===== src/rtl/spmv_pkg.sv =====
package spmv_pkg;
  typedef enum logic [1:0] {
    PH_HEAD  = 2'd0,
    PH_BEATS = 2'd1,
    PH_DRAIN = 2'd2
  } phase_t;

  function automatic int unsigned idx_bits(input int unsigned n);
    return (n > 1) ? $clog2(n) : 1;
  endfunction
endpackage


===== src/rtl/spmv_xbuf.sv =====
module spmv_xbuf #(
  parameter int DW    = 12,
  parameter int DEPTH = 16,
  localparam int XAW  = spmv_pkg::idx_bits(DEPTH)
) (
  input  logic           clk,
  input  logic           wr_en,
  input  logic [XAW-1:0] wr_addr,
  input  logic [DW-1:0]  wr_data,
  input  logic [XAW-1:0] rd_addr,
  output logic [DW-1:0]  rd_data
);
  logic [DW-1:0] mem [DEPTH];

  always_ff @(posedge clk) begin
    if (wr_en) mem[wr_addr] <= wr_data;
  end

  assign rd_data = mem[rd_addr];
endmodule


===== src/rtl/spmv_acc_ring.sv =====
module spmv_acc_ring #(
  parameter int L  = 4,
  parameter int AW = 32
) (
  input  logic          clk,
  input  logic          rst_n,
  input  logic          adv,
  input  logic          restart,
  input  logic [AW-1:0] addend,
  output logic [AW-1:0] tail
);
  logic [AW-1:0] stage [L];

  always_ff @(posedge clk) begin
    if (!rst_n)   stage[0] <= '0;
    else if (adv) stage[0] <= (restart ? '0 : stage[L-1]) + addend;
  end

  for (genvar i = 1; i < L; i++) begin : g_stage
    always_ff @(posedge clk) begin
      if (!rst_n)   stage[i] <= '0;
      else if (adv) stage[i] <= stage[i-1];
    end
  end

  assign tail = stage[L-1];
endmodule


===== src/rtl/spmv_seq.sv =====
module spmv_seq #(
  parameter int L  = 4,
  parameter int CW = 5,
  parameter int RW = 8,
  localparam int LW = spmv_pkg::idx_bits(L),
  localparam int BW = CW + LW + 1
) (
  input  logic          clk,
  input  logic          rst_n,
  input  logic [RW-1:0] num_rows,
  input  logic          mat_valid,
  input  logic [CW-1:0] mat_col,
  input  logic          res_ready,
  output logic          mat_ready,
  output logic          beat_fire,
  output logic          first_col,
  output logic          drain_step,
  output logic          res_valid,
  output logic [RW-1:0] res_row,
  output logic          empty_slice
);
  import spmv_pkg::*;
  localparam logic [LW-1:0] LAST_LANE = LW'(L - 1);

  phase_t        phase;
  logic [LW-1:0] lane, didx;
  logic [CW-1:0] wpos, wlen;
  logic [RW-1:0] base;
  logic          head_fire, last_beat, real_row;
  logic [RW:0]   row_wide, next_base_wide;

  assign mat_ready  = (phase != PH_DRAIN);
  assign head_fire  = mat_valid && (phase == PH_HEAD);
  assign beat_fire  = mat_valid && (phase == PH_BEATS);
  assign first_col  = (wpos == '0);
  assign last_beat  = (lane == LAST_LANE) && (wpos == wlen - CW'(1));

  assign row_wide       = {1'b0, base} + (RW+1)'(didx);
  assign next_base_wide = {1'b0, base} + (RW+1)'(L);
  assign real_row       = row_wide < {1'b0, num_rows};
  assign res_valid      = (phase == PH_DRAIN) && real_row;
  assign drain_step     = (phase == PH_DRAIN) && (!real_row || res_ready);
  assign res_row        = row_wide[RW-1:0];

  always_ff @(posedge clk) begin
    if (!rst_n) begin
      phase       <= PH_HEAD;
      lane        <= '0;
      didx        <= '0;
      wpos        <= '0;
      wlen        <= '0;
      base        <= '0;
      empty_slice <= 1'b0;
    end else begin
      unique case (phase)
        PH_HEAD: if (head_fire) begin
          wlen        <= mat_col;
          wpos        <= '0;
          lane        <= '0;
          didx        <= '0;
          empty_slice <= (mat_col == '0);
          phase       <= (mat_col == '0) ? PH_DRAIN : PH_BEATS;
        end
        PH_BEATS: if (beat_fire) begin
          if (lane == LAST_LANE) begin
            lane <= '0;
            wpos <= wpos + CW'(1);
          end else begin
            lane <= lane + LW'(1);
          end
          if (last_beat) phase <= PH_DRAIN;
        end
        PH_DRAIN: if (drain_step) begin
          if (didx == LAST_LANE) begin
            phase <= PH_HEAD;
            base  <= (next_base_wide >= {1'b0, num_rows}) ? '0 : next_base_wide[RW-1:0];
          end else begin
            didx <= didx + LW'(1);
          end
        end
        default: phase <= PH_HEAD;
      endcase
    end
  end

  // independent tally of data beats, cleared by each header
  logic [BW-1:0] beats_seen;
  always_ff @(posedge clk) begin
    if (!rst_n)         beats_seen <= '0;
    else if (head_fire) beats_seen <= '0;
    else if (beat_fire) beats_seen <= beats_seen + BW'(1);
  end

  a_r2_beat_count: assert property (@(posedge clk) disable iff (!rst_n)
    (beat_fire && last_beat) |-> (beats_seen + BW'(1) == BW'(L) * BW'(wlen)));

  a_r8_no_phantom: assert property (@(posedge clk) disable iff (!rst_n)
    res_valid |-> (res_row < num_rows));
endmodule


===== src/rtl/spmv_sell_engine.sv =====
module spmv_sell_engine #(
  parameter int L      = 4,
  parameter int DW     = 12,
  parameter int AW     = 32,
  parameter int XDEPTH = 16,
  parameter int RW     = 8,
  localparam int XAW   = spmv_pkg::idx_bits(XDEPTH),
  localparam int CW    = XAW + 1
) (
  input  logic           clk,
  input  logic           rst_n,
  input  logic [RW-1:0]  num_rows,
  input  logic           x_we,
  input  logic [XAW-1:0] x_addr,
  input  logic [DW-1:0]  x_wdata,
  input  logic           mat_valid,
  output logic           mat_ready,
  input  logic [DW-1:0]  mat_val,
  input  logic [CW-1:0]  mat_col,
  output logic           res_valid,
  input  logic           res_ready,
  output logic [RW-1:0]  res_row,
  output logic [AW-1:0]  res_sum
);
  logic [DW-1:0]          x_rd;
  logic signed [2*DW-1:0] prod;
  logic [AW-1:0]          addend, tail;
  logic beat_fire, first_col, drain_step, empty_slice;

  spmv_xbuf #(.DW(DW), .DEPTH(XDEPTH)) u_xbuf (
    .clk(clk), .wr_en(x_we), .wr_addr(x_addr), .wr_data(x_wdata),
    .rd_addr(mat_col[XAW-1:0]), .rd_data(x_rd)
  );

  assign prod   = $signed(mat_val) * $signed(x_rd);
  assign addend = AW'(prod);

  spmv_seq #(.L(L), .CW(CW), .RW(RW)) u_seq (
    .clk(clk), .rst_n(rst_n), .num_rows(num_rows),
    .mat_valid(mat_valid), .mat_col(mat_col), .res_ready(res_ready),
    .mat_ready(mat_ready), .beat_fire(beat_fire), .first_col(first_col),
    .drain_step(drain_step), .res_valid(res_valid), .res_row(res_row),
    .empty_slice(empty_slice)
  );

  spmv_acc_ring #(.L(L), .AW(AW)) u_ring (
    .clk(clk), .rst_n(rst_n), .adv(beat_fire || drain_step),
    .restart(first_col), .addend(addend), .tail(tail)
  );

  assign res_sum = empty_slice ? '0 : tail;

  // result ordering monitor
  logic          seen;
  logic [RW-1:0] last_row;
  always_ff @(posedge clk) begin
    if (!rst_n) begin
      seen     <= 1'b0;
      last_row <= '0;
    end else if (res_valid && res_ready) begin
      seen     <= 1'b1;
      last_row <= res_row;
    end
  end

  a_r9_hold: assert property (@(posedge clk) disable iff (!rst_n)
    (res_valid && !res_ready) |=> (res_valid && $stable(res_row) && $stable(res_sum)));

  a_r6_row_order: assert property (@(posedge clk) disable iff (!rst_n)
    (res_valid && seen) |-> ((res_row == last_row + RW'(1)) || (res_row == '0)));

  a_r6_input_closed: assert property (@(posedge clk) disable iff (!rst_n)
    res_valid |-> !mat_ready);
endmodule


===== config.mk =====
export PLATFORM = sky130hd
export DESIGN_NAME = spmv_sell_engine
export DESIGN_NICKNAME = d
export VERILOG_FILES = /design/src/rtl/spmv_pkg.sv /design/src/rtl/spmv_xbuf.sv /design/src/rtl/spmv_acc_ring.sv /design/src/rtl/spmv_seq.sv /design/src/rtl/spmv_sell_engine.sv
export SDC_FILE = /design/constraint.sdc
export NUM_CORES = 1
export LEC_CHECK = 0
export ABC_AREA = 1
export ABC_CLOCK_PERIOD_IN_PS = 15580
export BUFFER_PORTS_ARGS = -buffer_cell sky130_fd_sc_hd__buf_4
export CELL_PAD_IN_SITES_DETAIL_PLACEMENT = 0
export CELL_PAD_IN_SITES_GLOBAL_PLACEMENT = 1
export CORE_MARGIN = 1.5
export CORE_UTILIZATION = 44
export CTS_BUF_LIST = sky130_fd_sc_hd__clkbuf_16
export DETAILED_ROUTE_END_ITERATION = 8
export GPL_TIMING_DRIVEN = 1
export PLACE_DENSITY_LB_ADDON = 0.1
export SLEW_MARGIN = 20
export SYNTH_ARGS = -nofsm -noshare
export SYNTH_HDL_FRONTEND = slang
export SYNTH_SLANG_ARGS = --single-unit

===== constraint.sdc =====
create_clock -name clk -period 15.58 [get_ports clk]
set_input_delay 0.779 -clock clk [delete_from_list [all_inputs] [get_ports clk]]
set_output_delay 0.779 -clock clk [all_outputs]
set_load 0.01 [all_outputs]

==> results of run 1 <==
[metal layers]
layer	GRT usage, %	share of wire [%]	wire, um	vias to the layer above
met2	32.6	45	22200	306
met1	29.7	49	23800	7133
li1	-	-	-	7071
met3	3.35	4.8	2340	40
met5	0	0	0	-
met4	4.08	1.2	608	0
[through the flow]
step | std cells | utilization, % | worst slack (ns) | instance area [um2] | hold WS [ns]
global route | 2853 | 49.8 | 5.59 | 23800 | 0.498
detailed placement | 2785 | 47.1 | 5.89 | 22500 | 0.461
global placement | 2785 | 47.1 | 6.02 | 22500 | 0.453
CTS | 2853 | 49.8 | 6.44 | 23800 | 0.458
finish | 2853 | 49.8 | 6.47 | 23800 | 0.469
floorplan | 2151 | - | 7.69 | 21300 | 0.443
[how the worst max path moves through the flow]
| stage | slack, ns | start | cells after the start | end |
|---|---|---|---|---|
| finish | 6.47 | mat_col[0] | 42 | u_ring.stage[0][31]$_SDFFCE_PN0P_ |
| global route | 5.59 | mat_col[0] | 40 | u_ring.stage[0][31]$_SDFFCE_PN0P_ |
| CTS | 6.44 | mat_col[0] | 42 | u_ring.stage[0][31]$_SDFFCE_PN0P_ |
| detailed placement | 5.89 | mat_col[0] | 42 | u_ring.stage[0][31]$_SDFFCE_PN0P_ |
| global placement | 6.02 | mat_col[0] | 41 | u_ring.stage[0][31]$_SDFFCE_PN0P_ |
| floorplan | 7.69 | mat_col[0] | 42 | u_ring.stage[0][31]$_SDFFCE_PN0P_ |
[cell type report]
class                           count  share of cell area (%)
Inverter                          426                    6.73
Tap cell                          615                    3.24
Clock inverter                     30                    1.35
Clock buffer                       38                    4.00
Sequential cell                   343                    42.3
Multi-Input combinational cell   1306                    39.4
Timing Repair Buffer               95                    3.00
[cells by family (layout without fill, tap and decap cells)]
group                      Yosys count  after routing  share of synthesized area, %
xor gates and xnor gates            43             43                          1.77
DFF                                343            343                          47.2
AOI/OAI and AO/OA                  280            280                          7.91
buffers and inverters              502            589                          9.14
muxes                               37             37                          1.74
and+or+nand+nor                    707            707                          13.3
adders and majority gates          239            239                          18.9
[worst min-delay path: stages (launching register included)]
cell     delay (ns)
dfxtp_1        0.31
nand2_1        0.06
a21oi_1        0.05
[flip-flops by register name, summed over array words and instances (netlist names)]
register and count:
u_seq.wlen 5, u_xbuf.mem 192, u_seq.phase 2, u_seq.wpos 5
u_seq.didx 2, u_seq.lane 2, u_seq.base 6, u_seq.empty_slice 1
u_ring.stage 128
[cell usage after synthesis, drive strengths merged, types with 11 or more instances]
master / count
inv: 422
ha: 100
fa: 139
nand3: 47
clkbuf: 34
a21oi: 97
o32ai: 11
mux2i: 37
dfxtp: 23
nand2: 248
xor2: 22
xnor2: 21
buf: 42
o21ai: 96
o221ai: 37
nor2: 383
edfxtp: 320
o211ai: 15
[cells in the final DEF (no fill, tap or decap), types with 5 or more instances in the layout]
cell type / instances
xnor2_1: 21
clkinv_1: 9
o211ai_1: 15
mux2i_1: 37
clkbuf_16: 38
nor2_2: 20
bufinv_16: 5
ha_1: 100
o21ai_0: 91
nand3_1: 45
nor2_1: 363
nand2_2: 13
a21oi_1: 96
dfxtp_1: 23
fa_1: 139
o32ai_1: 11
inv_1: 423
a211oi_1: 7
edfxtp_1: 320
nor3_1: 5
xor2_1: 22
o221ai_1: 37
clkinvlp_4: 5
clkinv_2: 9
nand2_1: 234
buf_4: 95
nand4_1: 7
==> metrics.md, run 1 <==
| Metric | Value |
|---|---|
| Fmax | 110 MHz |
| Slew @ Worst Pin | 1.14 ns |
| Clock root buffer | clkbuf_16 |
| GRT overflow | 0 |
| CORE AREA | 47700 um2 |
| Post-synth top flop | edfxtp_1 |
| Area of the multi-input gates | 9360 um2 |
| R2R Path Start | u_xbuf.mem[0][3]$_DFFE_PP_ |
| Post-synth ARST share | 0% |
| CTS tree | built |
| Wire length per cell | 17.2 um |
| Area of the mapped netlist | 21300 um2 |
| # H-tree levels | 2 |
| Hold Startpoint | u_seq.lane[1]$_SDFFE_PN0P_ |
| I/O pins | 88 |
| Count of final setup violators | 0 |
| Final hold violation count | 0 |
| Post-synth top area share | 45.0% |
| Setup bufs post-CTS | 0 |
| PortBufs | 87 |
| Fillers | 4420 |
| R2r setup slk | 7.53 ns |
| DP HPWL | 33.9 mm |
| Cts repair resizes | 0 |
| Area grow syn2layout | 11.5% |
| Setup crit end kind | flop |
| Share of layout cells above drive strength 1 | 8.94% |
| Syn Nets | 2436 |
| R2r endpoint | u_ring.stage[0][31]$_SDFFCE_PN0P_ |
| Die Area | 49800 um2 |
| Hold EP | u_seq.lane[1]$_SDFFE_PN0P_ |
| Routed vias | 14600 |
| Nets | 2495 |
| Avg Synthesized Cell Area | 9.92 um2 |
| Reg clk slew, reported paths | 0.06 ns |
| Initial Util | 44.7% |
| Iter 0 DRT Violations | 937 |
| Status | finished clean |
| Detail Route Antenna Nets | 0 |
| Slowest-stage cell, CP | buf_4 |
| Die width | 223 um |
| Slowest stage delay, CP | 0.71 ns |
| Placer congestion estimate | 0.829 |
| Total Neg Setup Slack | 0 ns |
| Crit path top cell by count | inv_1 |
| Number of flops mapped to enable cells by yosys | 320 |
| CTS sink count | 343 |
| Synthesis warning total | 0 |
| Top Family by Delay on Critical Path | adder cells |
| FP Rows | 80 |
| Antenna violations before repair | 1 |
| Antenna Cells | 0 |
| Largest net degree at the start of global routing | 99 |
| # DRC | 0 |
| Via/cell ratio | 5.10 |
| Crit Path Category | primary input to flop |
| Global-route wire length before repair | 79.7 mm |
| Worst Hold Depth | 2 |
| CP Launch Type | primary input |
| Synth area leaders | edfxtp_1 (45%), fa_1 (13%), inv_1 (7.4%) |
| Worst Clk Skew | 0.0258 ns |
| Data arrival time of the critical path | 9.42 ns |
| RSZ-0062 raised after global routing | no |
| Die Height | 223 um |
| Rel. slew slack | 23.8% |
| Req. time, crit path | 15.89 ns |
| Number of global-route vias before repair | 14800 |
| Fin. max-slew vios | 0 |
| Worst r2r path cells | 38 |
| First-pass DRT Iterations | 5 |
| Max Cap Violations | 0 |
| Seq/Total Area, Yosys | 47.2% |
| Fin crit share | 58.5% |
| Total GRT Usage | 20.5% |
| Cells after synthesis | 2151 |
| Hold_buf cts | 0 |
| Total Routed Length | 49.0 mm |
| Num CTS Buffers | 38 |
| Synth area leader | edfxtp_1 |
| FF+latch area | 10100 um2 |
| Clk buf depth | 3 |
| Unique masters post-synth | 51 |
| Synth Register Bits | 343 |
| WP buf/inv | 10 |
| CP max FO | 62 |
| Worst hold path type | flop to flop |
| Clock Latency Late Sink | 0.57 ns |
| Minimum clock period | 9.11 ns |
Power of run 1 is left out: the tool's default activity adds up to more than one toggle a clock period on the data nets, which glitch-free logic cannot reach.
==> run 2, diff against run 1 <==
--- a/config.mk
+++ b/config.mk
@@ -6,7 +6,7 @@
 export NUM_CORES = 1
 export LEC_CHECK = 0
 export ABC_AREA = 1
-export ABC_CLOCK_PERIOD_IN_PS = 15580
+export ABC_CLOCK_PERIOD_IN_PS = 7400
 export BUFFER_PORTS_ARGS = -buffer_cell sky130_fd_sc_hd__buf_4
 export CELL_PAD_IN_SITES_DETAIL_PLACEMENT = 0
 export CELL_PAD_IN_SITES_GLOBAL_PLACEMENT = 1
==> constraint.sdc (replaced) <==
create_clock -name clk -period 7.4 [get_ports clk]
set_input_delay 0.37 -clock clk [delete_from_list [all_inputs] [get_ports clk]]
set_output_delay 0.37 -clock clk [all_outputs]
set_load 0.01 [all_outputs]
==> metrics.md, run 2 (same netlist as run 1, synthesis figures left out) <==
| Metric | Value |
|---|---|
| Area grow syn2layout | 22.0% |
| # H-tree levels | 2 |
| Slowest stage delay, CP | 0.54 ns |
| Worst Clk Skew | 0.0269 ns |
| Fmax | 143 MHz |
| Nets | 2699 |
| Count of final setup violators | 0 |
| Number of global-route vias before repair | 15400 |
| Most common cell after layout, fill and taps aside | inv_1 |
| PortBufs | 87 |
| Num CTS Buffers | 39 |
| Placement Cell Area | 24100 um2 |
| Biggest regs | u_xbuf.mem (192), u_ring.stage (128), u_seq.base (6) |
| Reg clk slew, reported paths | 0.06 ns |
| DP HPWL | 35.5 mm |
| Hold_ws | 0.0628 ns |
| Clock root buffer | clkbuf_16 |
| CP max FO | 4 |
| Number of flip-flops in the largest register | 192 |
| Die Height | 223 um |
| Die width | 223 um |
| Biggest register | u_xbuf.mem |
| Routed vias | 15300 |
| Max Cap Violations | 0 |
| FP Rows | 80 |
| Final hold violation count | 0 |
| Fin crit share | 94.2% |
| Total Routed Length | 50.1 mm |
| Slew @ Worst Pin | 1.15 ns |
| Status | finished clean |
| Die Area | 49800 um2 |
| Global-route wire length before repair | 80.5 mm |
| Clk buf depth | 3 |
| Total GRT Usage | 20.6% |
| Detail Route Antenna Nets | 0 |
| Data arrival time of the critical path | 7.31 ns |
| I/O pins | 88 |
| First-pass DRT Iterations | 5 |
| Minimum clock period | 6.97 ns |
| Hold_buf cts | 0 |
| CP Launch Type | flop |
| CTS sink count | 343 |
| # DRC | 0 |
| Clock Latency Late Sink | 0.58 ns |
| GRT overflow | 0 |
| Share of layout cells above drive strength 1 | 20.1% |
| Slowest-stage cell, CP | fa_1 |
| Req. time, crit path | 7.74 ns |
| CTS tree | built |
| Largest net degree at the start of global routing | 71 |
| Worst hold path type | primary input to flop |
| Iter 0 DRT Violations | 1031 |
| Placer congestion estimate | 0.890 |
| Antenna violations before repair | 3 |
| Via/cell ratio | 4.99 |
| RSZ-0062 raised after global routing | yes |
| Most frequent cells in the layout | inv_1 (410), nor2_1 (348), edfxtp_1 (320) |
| CORE AREA | 47700 um2 |
| Finished Cell Area | 26000 um2 |
| Setup crit end kind | flop |
| Rel. slew slack | 23.2% |
| Crit Path Category | flop to flop |
| Initial Util | 44.7% |
| Fin. max-slew vios | 0 |
| Wire length per cell | 16.4 um |
[run 2: cell types whose count changed in the layout (fill, tap and decap cells not counted), moves of 13 or more]
cell     previous run  this run
buf_4              95       276
a21oi_1            96        79
a21oi_2             1        18
buf_12              0        15
nand2_1           234       219
nor2_1            363       348
o21ai_0            91        76
nand2_2            13        27
inv_1             423       410
[run 2: timing repair]
| action | 4_1_cts | 5_1_grt |
|---|---|---|
| hold endpoints to repair | 0 | 0 |
| gates cloned | 0 | 2 |
| setup endpoints to repair | 1 | 16 |
| setup buffers | 0 | 12 |
| pin swaps | 0 | 60 |
| gates resized for setup | 2 | 109 |
[run 2: critical path, delay by kind of cell (launching register included)]
kind / cells / cell delay [ns]
XOR/XNOR: 1 / 0.15
AND/OR/NAND/NOR: 11 / 0.86
adder cells (fa/ha/maj): 7 / 3.15
multiplexers: 1 / 0.18
buffers and inverters: 7 / 0.72
flip-flops: 1 / 0.39
AO/OA/AOI/OAI: 9 / 1.29
[run 2: layer usage]
layer | global-route usage (%) | wire (um) | vias up
met5 | 0 | 13 | -
met4 | 5.29 | 1150 | 2
met3 | 3.86 | 2490 | 59
met2 | 32.9 | 22700 | 292
met1 | 29.1 | 23800 | 7391
li1 | - | - | 7514
[run 2: worst paths after layout]
path	from	end	slack [ns]	cells after the start
max	u_xbuf.mem[4][7]$_DFFE_PP_	u_ring.stage[0][29]$_SDFFCE_PN0P_	0.43	36
min	mat_col[4]	u_seq.wlen[4]$_SDFFE_PN0P_	0.06	3
max reg2reg	u_xbuf.mem[4][7]$_DFFE_PP_	u_ring.stage[0][29]$_SDFFCE_PN0P_	0.43	36
min reg2reg	u_seq.lane[1]$_SDFFE_PN0P_	u_seq.lane[1]$_SDFFE_PN0P_	0.47	2
[run 2: stage by stage]
step,setup slack (ns),TNS [ns],std cells,util (%)
6_report,0.428,0,3060,54.5
5_1_grt,-0.0389,-0.0469,3060,54.5
4_1_cts,0.0833,0,3045,53.4
3_5_place_dp,-0.643,-5.65,2974,50.5
3_3_place_gp,-0.552,-4.58,2974,50.5
2_1_floorplan,0.0221,0,2151,-
[run 2: area by class of cell]
class	count	area [um2]
sequential	343	10100
antenna	1	2.50
fill	4322	21700
timing repair buffer	298	2480
clock buffer	39	976
clock inverter	32	389
inverter	426	1620
tap	615	769
multi-input combinational	1306	9720
Power of run 2 is left out for the same reason.
